**config.mk**
```make
export PLATFORM = sky130hd
export DESIGN_NAME = pecb_bank
export DESIGN_NICKNAME = d
export VERILOG_FILES = /design/src/rtl/pecb_pkg.sv /design/src/rtl/pecb_evt_sel.sv /design/src/rtl/pecb_pair.sv /design/src/rtl/pecb_bank.sv
export SDC_FILE = /design/constraint.sdc
export NUM_CORES = 2
export LEC_CHECK = 0
export ABC_AREA = 0
export BUFFER_PORTS_ARGS = -buffer_cell sky130_fd_sc_hd__buf_4
export CAP_MARGIN = 15
export CELL_PAD_IN_SITES_DETAIL_PLACEMENT = 0
export CELL_PAD_IN_SITES_GLOBAL_PLACEMENT = 2
export CORE_ASPECT_RATIO = 1.2
export CORE_MARGIN = 2
export CORE_UTILIZATION = 35
export CTS_CLUSTER_DIAMETER = 100
export DETAILED_ROUTE_END_ITERATION = 7
export GPL_ROUTABILITY_DRIVEN = 0
export HOLD_SLACK_MARGIN = 0.15
export PLACE_DENSITY = 0.71
export SYNTH_ARGS = -nofsm -noshare
export SYNTH_HDL_FRONTEND = slang
export SYNTH_HIERARCHICAL = 1
export SYNTH_SLANG_ARGS = --single-unit
```
**constraint.sdc**
```tcl
create_clock -name clk -period 13 [get_ports clk]
set_input_delay 2.6 -clock clk [delete_from_list [all_inputs] [get_ports clk]]
set_output_delay 2.6 -clock clk [all_outputs]
set_load 0.005 [all_outputs]
```
**src/rtl/pecb_pkg.sv**
```systemverilog
package pecb_pkg;
   localparam int CFG_W     = 64;
   localparam int CNT_W     = 48;
   localparam int WIDE_W    = 64;
   localparam int HI_W      = WIDE_W - CNT_W;
   localparam int LANE_W    = 8;
   localparam int NIB_W     = 4;
   localparam int CODE_W    = 12;
   localparam int UMASK_W   = 8;
   localparam logic [CODE_W-1:0] MERGE_CODE = 12'hFFF;

   typedef struct packed {
      logic               en;
      logic [UMASK_W-1:0] umask;
      logic [CODE_W-1:0]  code;
   } cfg_fields_t;

   function automatic cfg_fields_t unpack_cfg(input logic [CFG_W-1:0] w);
      cfg_fields_t f;
      f.en    = w[22];
      f.umask = w[15:8];
      f.code  = {w[35:32], w[7:0]};
      return f;
   endfunction
endpackage

```
**src/rtl/pecb_evt_sel.sv**
```systemverilog
module pecb_evt_sel
   import pecb_pkg::*;
#(
   parameter int NUM_LANES = 8,
   parameter int INC_W     = 8
) (
   input  cfg_fields_t                  cfg,
   input  logic [NUM_LANES*LANE_W-1:0]  lanes,
   output logic                         active,
   output logic                         merge_req,
   output logic [INC_W-1:0]             inc
);
   localparam int LIDX_W = $clog2(NUM_LANES);

   if (INC_W < 1 || INC_W > LANE_W) begin : g_bad_inc
      $error("pecb_evt_sel: INC_W must lie in 1..LANE_W");
   end

   logic [LIDX_W-1:0] idx;
   assign idx       = cfg.code[LIDX_W-1:0];
   assign active    = cfg.en && (cfg.umask != '0) && (cfg.code < CODE_W'(NUM_LANES));
   assign merge_req = cfg.en && (cfg.code == MERGE_CODE);

   always_comb begin
      inc = '0;
      for (int l = 0; l < NUM_LANES; l++) begin
         if (active && idx == LIDX_W'(l)) inc = lanes[l*LANE_W +: INC_W];
      end
   end
endmodule

```
**src/rtl/pecb_pair.sv**
```systemverilog
module pecb_pair
   import pecb_pkg::*;
(
   input  logic              clk,
   input  logic              rst_n,
   input  logic              act_e,
   input  logic [LANE_W-1:0] inc_e,
   input  logic [NIB_W-1:0]  inc_o,
   input  logic              merge_req,
   input  logic              wr_e,
   input  logic              wr_o,
   input  logic [CNT_W-1:0]  wdata,
   output logic [CNT_W-1:0]  cnt_e,
   output logic [CNT_W-1:0]  cnt_o,
   output logic              ovf_e,
   output logic              ovf_o,
   output logic              merged
);
   logic              fused;
   logic [CNT_W:0]    sum_e, sum_o;
   logic [WIDE_W:0]   sum_w;

   assign merged = merge_req;
   assign fused  = merge_req && act_e;
   assign sum_e  = {1'b0, cnt_e} + (CNT_W+1)'(inc_e[NIB_W-1:0]);
   assign sum_o  = {1'b0, cnt_o} + (CNT_W+1)'(inc_o);
   assign sum_w  = {1'b0, cnt_o[HI_W-1:0], cnt_e} + (WIDE_W+1)'(inc_e);

   always_ff @(posedge clk) begin
      if (!rst_n) begin
         cnt_e <= '0;
         cnt_o <= '0;
         ovf_e <= 1'b0;
         ovf_o <= 1'b0;
      end else begin
         if (wr_e) begin
            cnt_e <= wdata;
            ovf_e <= 1'b0;
         end else if (fused) begin
            if (!wr_o) begin
               cnt_e <= sum_w[CNT_W-1:0];
               if (sum_w[WIDE_W]) ovf_e <= 1'b1;
            end
         end else begin
            cnt_e <= sum_e[CNT_W-1:0];
            if (sum_e[CNT_W]) ovf_e <= 1'b1;
         end

         if (wr_o) begin
            cnt_o <= wdata;
            ovf_o <= 1'b0;
         end else if (fused) begin
            if (!wr_e) cnt_o[HI_W-1:0] <= sum_w[WIDE_W-1:CNT_W];
         end else begin
            cnt_o <= sum_o[CNT_W-1:0];
            if (sum_o[CNT_W]) ovf_o <= 1'b1;
         end
      end
   end

   assert_write_wins_R9: assert property (@(posedge clk) disable iff (!rst_n)
      wr_e |=> cnt_e == $past(wdata));
   assert_pair_drop_R9: assert property (@(posedge clk) disable iff (!rst_n)
      (fused && wr_o && !wr_e) |=> cnt_e == $past(cnt_e));
   assert_narrow_step_R6: assert property (@(posedge clk) disable iff (!rst_n)
      (!fused && !wr_e) |=> (cnt_e - $past(cnt_e)) <= CNT_W'(15));
   assert_odd_upper_hold_R4: assert property (@(posedge clk) disable iff (!rst_n)
      (fused && !wr_o) |=> cnt_o[CNT_W-1:HI_W] == $past(cnt_o[CNT_W-1:HI_W]));
   assert_flag_sticky_R8: assert property (@(posedge clk) disable iff (!rst_n)
      (ovf_e && !wr_e) |=> ovf_e);
   assert_flag_clear_R8: assert property (@(posedge clk) disable iff (!rst_n)
      wr_o |=> !ovf_o);
endmodule

```
**src/rtl/pecb_bank.sv**
```systemverilog
module pecb_bank
   import pecb_pkg::*;
#(
   parameter int NUM_CNT   = 6,
   parameter int NUM_LANES = 8,
   localparam int ADDR_W   = $clog2(NUM_CNT) + 1,
   localparam int LANES_W  = NUM_LANES * LANE_W
) (
   input  logic               clk,
   input  logic               rst_n,
   input  logic               reg_we,
   input  logic [ADDR_W-1:0]  reg_addr,
   input  logic [CFG_W-1:0]   reg_wdata,
   output logic [WIDE_W-1:0]  reg_rdata,
   input  logic [LANES_W-1:0] evt_lanes,
   output logic [NUM_CNT-1:0] ovf_flags,
   output logic               irq
);
   localparam int NPAIR = NUM_CNT / 2;
   localparam int IDX_W = ADDR_W - 1;

   if (NUM_CNT < 2 || (NUM_CNT % 2) != 0) begin : g_bad_cnt
      $error("pecb_bank: NUM_CNT must be even and at least 2");
   end
   if (NUM_LANES < 2 || (NUM_LANES & (NUM_LANES - 1)) != 0 || NUM_LANES > 256) begin : g_bad_lanes
      $error("pecb_bank: NUM_LANES must be a power of two in 2..256");
   end

   logic [IDX_W-1:0]   idx;
   logic [CFG_W-1:0]   cfg_q [NUM_CNT];
   logic [CNT_W-1:0]   cnt_q [NUM_CNT];
   logic [NUM_CNT-1:0] wr_cnt;
   logic [NPAIR-1:0]   pair_merged;

   assign idx = reg_addr[ADDR_W-1:1];

   for (genvar i = 0; i < NUM_CNT; i++) begin : g_cfg
      assign wr_cnt[i] = reg_we && reg_addr[0] && (idx == IDX_W'(i));
      always_ff @(posedge clk) begin
         if (!rst_n) cfg_q[i] <= '0;
         else if (reg_we && !reg_addr[0] && idx == IDX_W'(i)) cfg_q[i] <= reg_wdata;
      end
   end

   for (genvar p = 0; p < NPAIR; p++) begin : g_pair
      logic              act_e, act_o, mrg_e, mrg_o;
      logic [LANE_W-1:0] inc_e;
      logic [NIB_W-1:0]  inc_o;

      // even member: full-width lane pick, since it may feed a fused pair
      pecb_evt_sel #(.NUM_LANES(NUM_LANES), .INC_W(LANE_W)) u_sel_e (
         .cfg(unpack_cfg(cfg_q[2*p])), .lanes(evt_lanes),
         .active(act_e), .merge_req(mrg_e), .inc(inc_e));
      // odd member: narrow pick only, its own count never takes 8 bits
      pecb_evt_sel #(.NUM_LANES(NUM_LANES), .INC_W(NIB_W)) u_sel_o (
         .cfg(unpack_cfg(cfg_q[2*p+1])), .lanes(evt_lanes),
         .active(act_o), .merge_req(mrg_o), .inc(inc_o));

      pecb_pair u_pair (
         .clk(clk), .rst_n(rst_n),
         .act_e(act_e), .inc_e(inc_e), .inc_o(inc_o),
         .merge_req(mrg_o),
         .wr_e(wr_cnt[2*p]), .wr_o(wr_cnt[2*p+1]),
         .wdata(reg_wdata[CNT_W-1:0]),
         .cnt_e(cnt_q[2*p]), .cnt_o(cnt_q[2*p+1]),
         .ovf_e(ovf_flags[2*p]), .ovf_o(ovf_flags[2*p+1]),
         .merged(pair_merged[p]));

      // the merge code on an even counter selects no lane, so it stays idle
      assert_even_merge_idle_R3: assert property (@(posedge clk) disable iff (!rst_n)
         (mrg_e && !reg_we) |=> !act_e);
      // an odd counter holding the merge code never counts its own lane
      assert_merge_odd_quiet_R7: assert property (@(posedge clk) disable iff (!rst_n)
         mrg_o |-> (!act_o && inc_o == '0));
   end

   always_comb begin
      reg_rdata = '0;
      for (int i = 0; i < NUM_CNT; i++) begin
         if (idx == IDX_W'(i)) begin
            if (!reg_addr[0])
               reg_rdata = cfg_q[i];
            else if ((i % 2) == 0 && pair_merged[i/2])
               reg_rdata = {cnt_q[i | 1][HI_W-1:0], cnt_q[i]};
            else
               reg_rdata = {{HI_W{1'b0}}, cnt_q[i]};
         end
      end
   end

   assign irq = |ovf_flags;

   assert_irq_follows_flags_R8: assert property (@(posedge clk) disable iff (!rst_n)
      $rose(irq) |-> $countones(ovf_flags) > 0);
endmodule

```
==> metrics.csv <==
metric,value,unit
p_seq_share,44.8,%
dp_hpwl,141,mm
antenna_found_initial,6,
path_cells,buf_4 > nor2_4 > buf_4 > and2_1 > buf_4 > a22oi_1 > a22o_1 > buf_4,
drt_first_pass_iters,5,
worst_path_largest_cell_delay,560,ps
power_frac_clock,44.3,%
rows,139,
initial_core_util,35.2,%
slew_viol_final,0,
clock.fmax,0.122,GHz
cp.required,10400,ps
hold_path.class,flop to flop,
critPathCaptureType,primary output,
syn2layout_area_growth,12.9,%
track_usage,30.8,%
dr.first_iter.drc_count,3838,
vdd_drop_max,0.109,mV
cts_resized,0,
netlist_area,0.0421,mm2
cts_buffers,83,
hold_violations,0,
setup_viol,0,
die_w,321,um
drt-total-wl,194,mm
outcome,finished clean,
clkSinkCount,678,
grt_pass1_vias,35800,
grt_max_degree,179,
leakage,17.0,nW
post-route-period-util,63.2,%
viasPerCell,6.04,
postSynthCellCount,4424,
timing.setup.tns,0,ps
placed_cells_incl_taps,5944,
htreeDepth,3,
syn_area_per_cell,9.51,um2
internal_power,3.96,mW
clk_path_buf_depth,3,
swShare,27.4,%
cts-hold-fix-buffers,0,
rsz0062_at_grt,false,
regArea,0.0174,mm2
ant_nets,0,
worstSkewPairLatency,700,ps
maxCapViolations,0,
cp_max_fo,35,
nFillCells,12000,
synth_fp_nets,4601,
combinationalPowerShare,10.9,%
vias,36800,
port_buffers,205,
postCtsSetupRepairBufs,0,
crit_path_top_delay_cell,buf_4,
netSwitchingPower,1.49,mW
crit_type,primary input to primary output,
max_slew_margin,12.8,%
mostFrequentLayoutCells,"and2_1, edfxtp_1, a21oi_1",
core_area,0.119,mm2
io_pins,206,
period_needed,8210,ps
start_kind,primary input,
instances_no_fill,6100,
skew,37.8,ps
layout-drive-gt1-share,11.8,%
dieHeight,384,um
cts_root_buffer,clkbuf_16,
grt_pass1_wl,273,mm
drcViolationCount,0,
grt-ovfl-total,0,
ys_warn_count,6,
crit_arrival,5610,ps
final_common_cell,and2_1,
die_area,0.123,mm2
nNetsFinal,4655,
multi_input_area,0.0230,mm2
tightest_slew,1300,ps
wl_per_cell,31.9,um
p_per_area,115,mW/mm2
tritoncts,built,
clkTransAtPathRegs,60,ps
path_common_cell,buf_4,
stage by stage:
step	utilization, %	setup slack [ps]	power, mW	instance area, um2	hold slack, ps
floorplan	-	4490	2.77	42100	455
global placement	37.5	4880	3.07	44800	514
detailed placement	37.5	4830	3.07	44800	519
CTS	39.8	4820	5.47	47500	534
global route	39.8	4710	5.59	47500	561
finish	39.8	4790	5.45	47500	545
final cells by class:
type                       instances  share of cell area [%]
multi-input combinational       3367                    48.5
sequential                       678                    36.7
clock buffer                     109                    4.75
timing repair buffer             269                    4.36
tap                             1551                    4.09
clock inverter                    45                   0.998
inverter                          79                   0.624
antenna                            2                  0.0105
power by group through the flow:
stage / logic (mW) / clock network (mW) / registers [mW]
final: 0.594 / 2.42 / 2.44
after floorplan: 0.323 / 0 / 2.45
after detailed placement: 0.588 / 0 / 2.49
after CTS: 0.590 / 2.44 / 2.44
after global placement: 0.587 / 0 / 2.48
after global routing: 0.621 / 2.52 / 2.45
path summary, 6_finish.rpt:
check	end	cells past startpoint	slack, ps	from
setup reg to reg	g_pair[2].u_pair/cnt_o[44]	13	7060	cfg_q[5][32]
setup / recovery	reg_rdata[22]	8	4790	reg_addr[1]
hold / removal	g_pair[0].u_pair/cnt_e[9]	2	550	g_pair[0].u_pair/cnt_e[9]
hold reg to reg	g_pair[0].u_pair/cnt_e[9]	2	550	g_pair[0].u_pair/cnt_e[9]
sequential cells by signal (all words and copies together) (netlist names):
signal	cells
g_pair.u_pair/ovf_e	3
g_pair.u_pair/cnt_e	144
g_pair.u_pair/cnt_o	144
g_pair.u_pair/ovf_o	3
cfg_q	384
critical path: cells and delay by family:
kind                   cells  cell delay, ps
buffers and inverters      4            1400
AND/OR/NAND/NOR            2             910
AO/OA/AOI/OAI              2             600
layer usage:
layer  part of all wire (%)  vias up  wire length (um)  GRT usage [%]
met5                  0.021        -                40              0
met4                    6.3        6             12200           17.4
met3                    5.8      373             11200           3.57
met2                     49     1453             94300           53.1
met1                     39    18400             76600           37.4
li1                       -    16700                 -              -
Note: power is estimated with default switching activity, not from simulation.
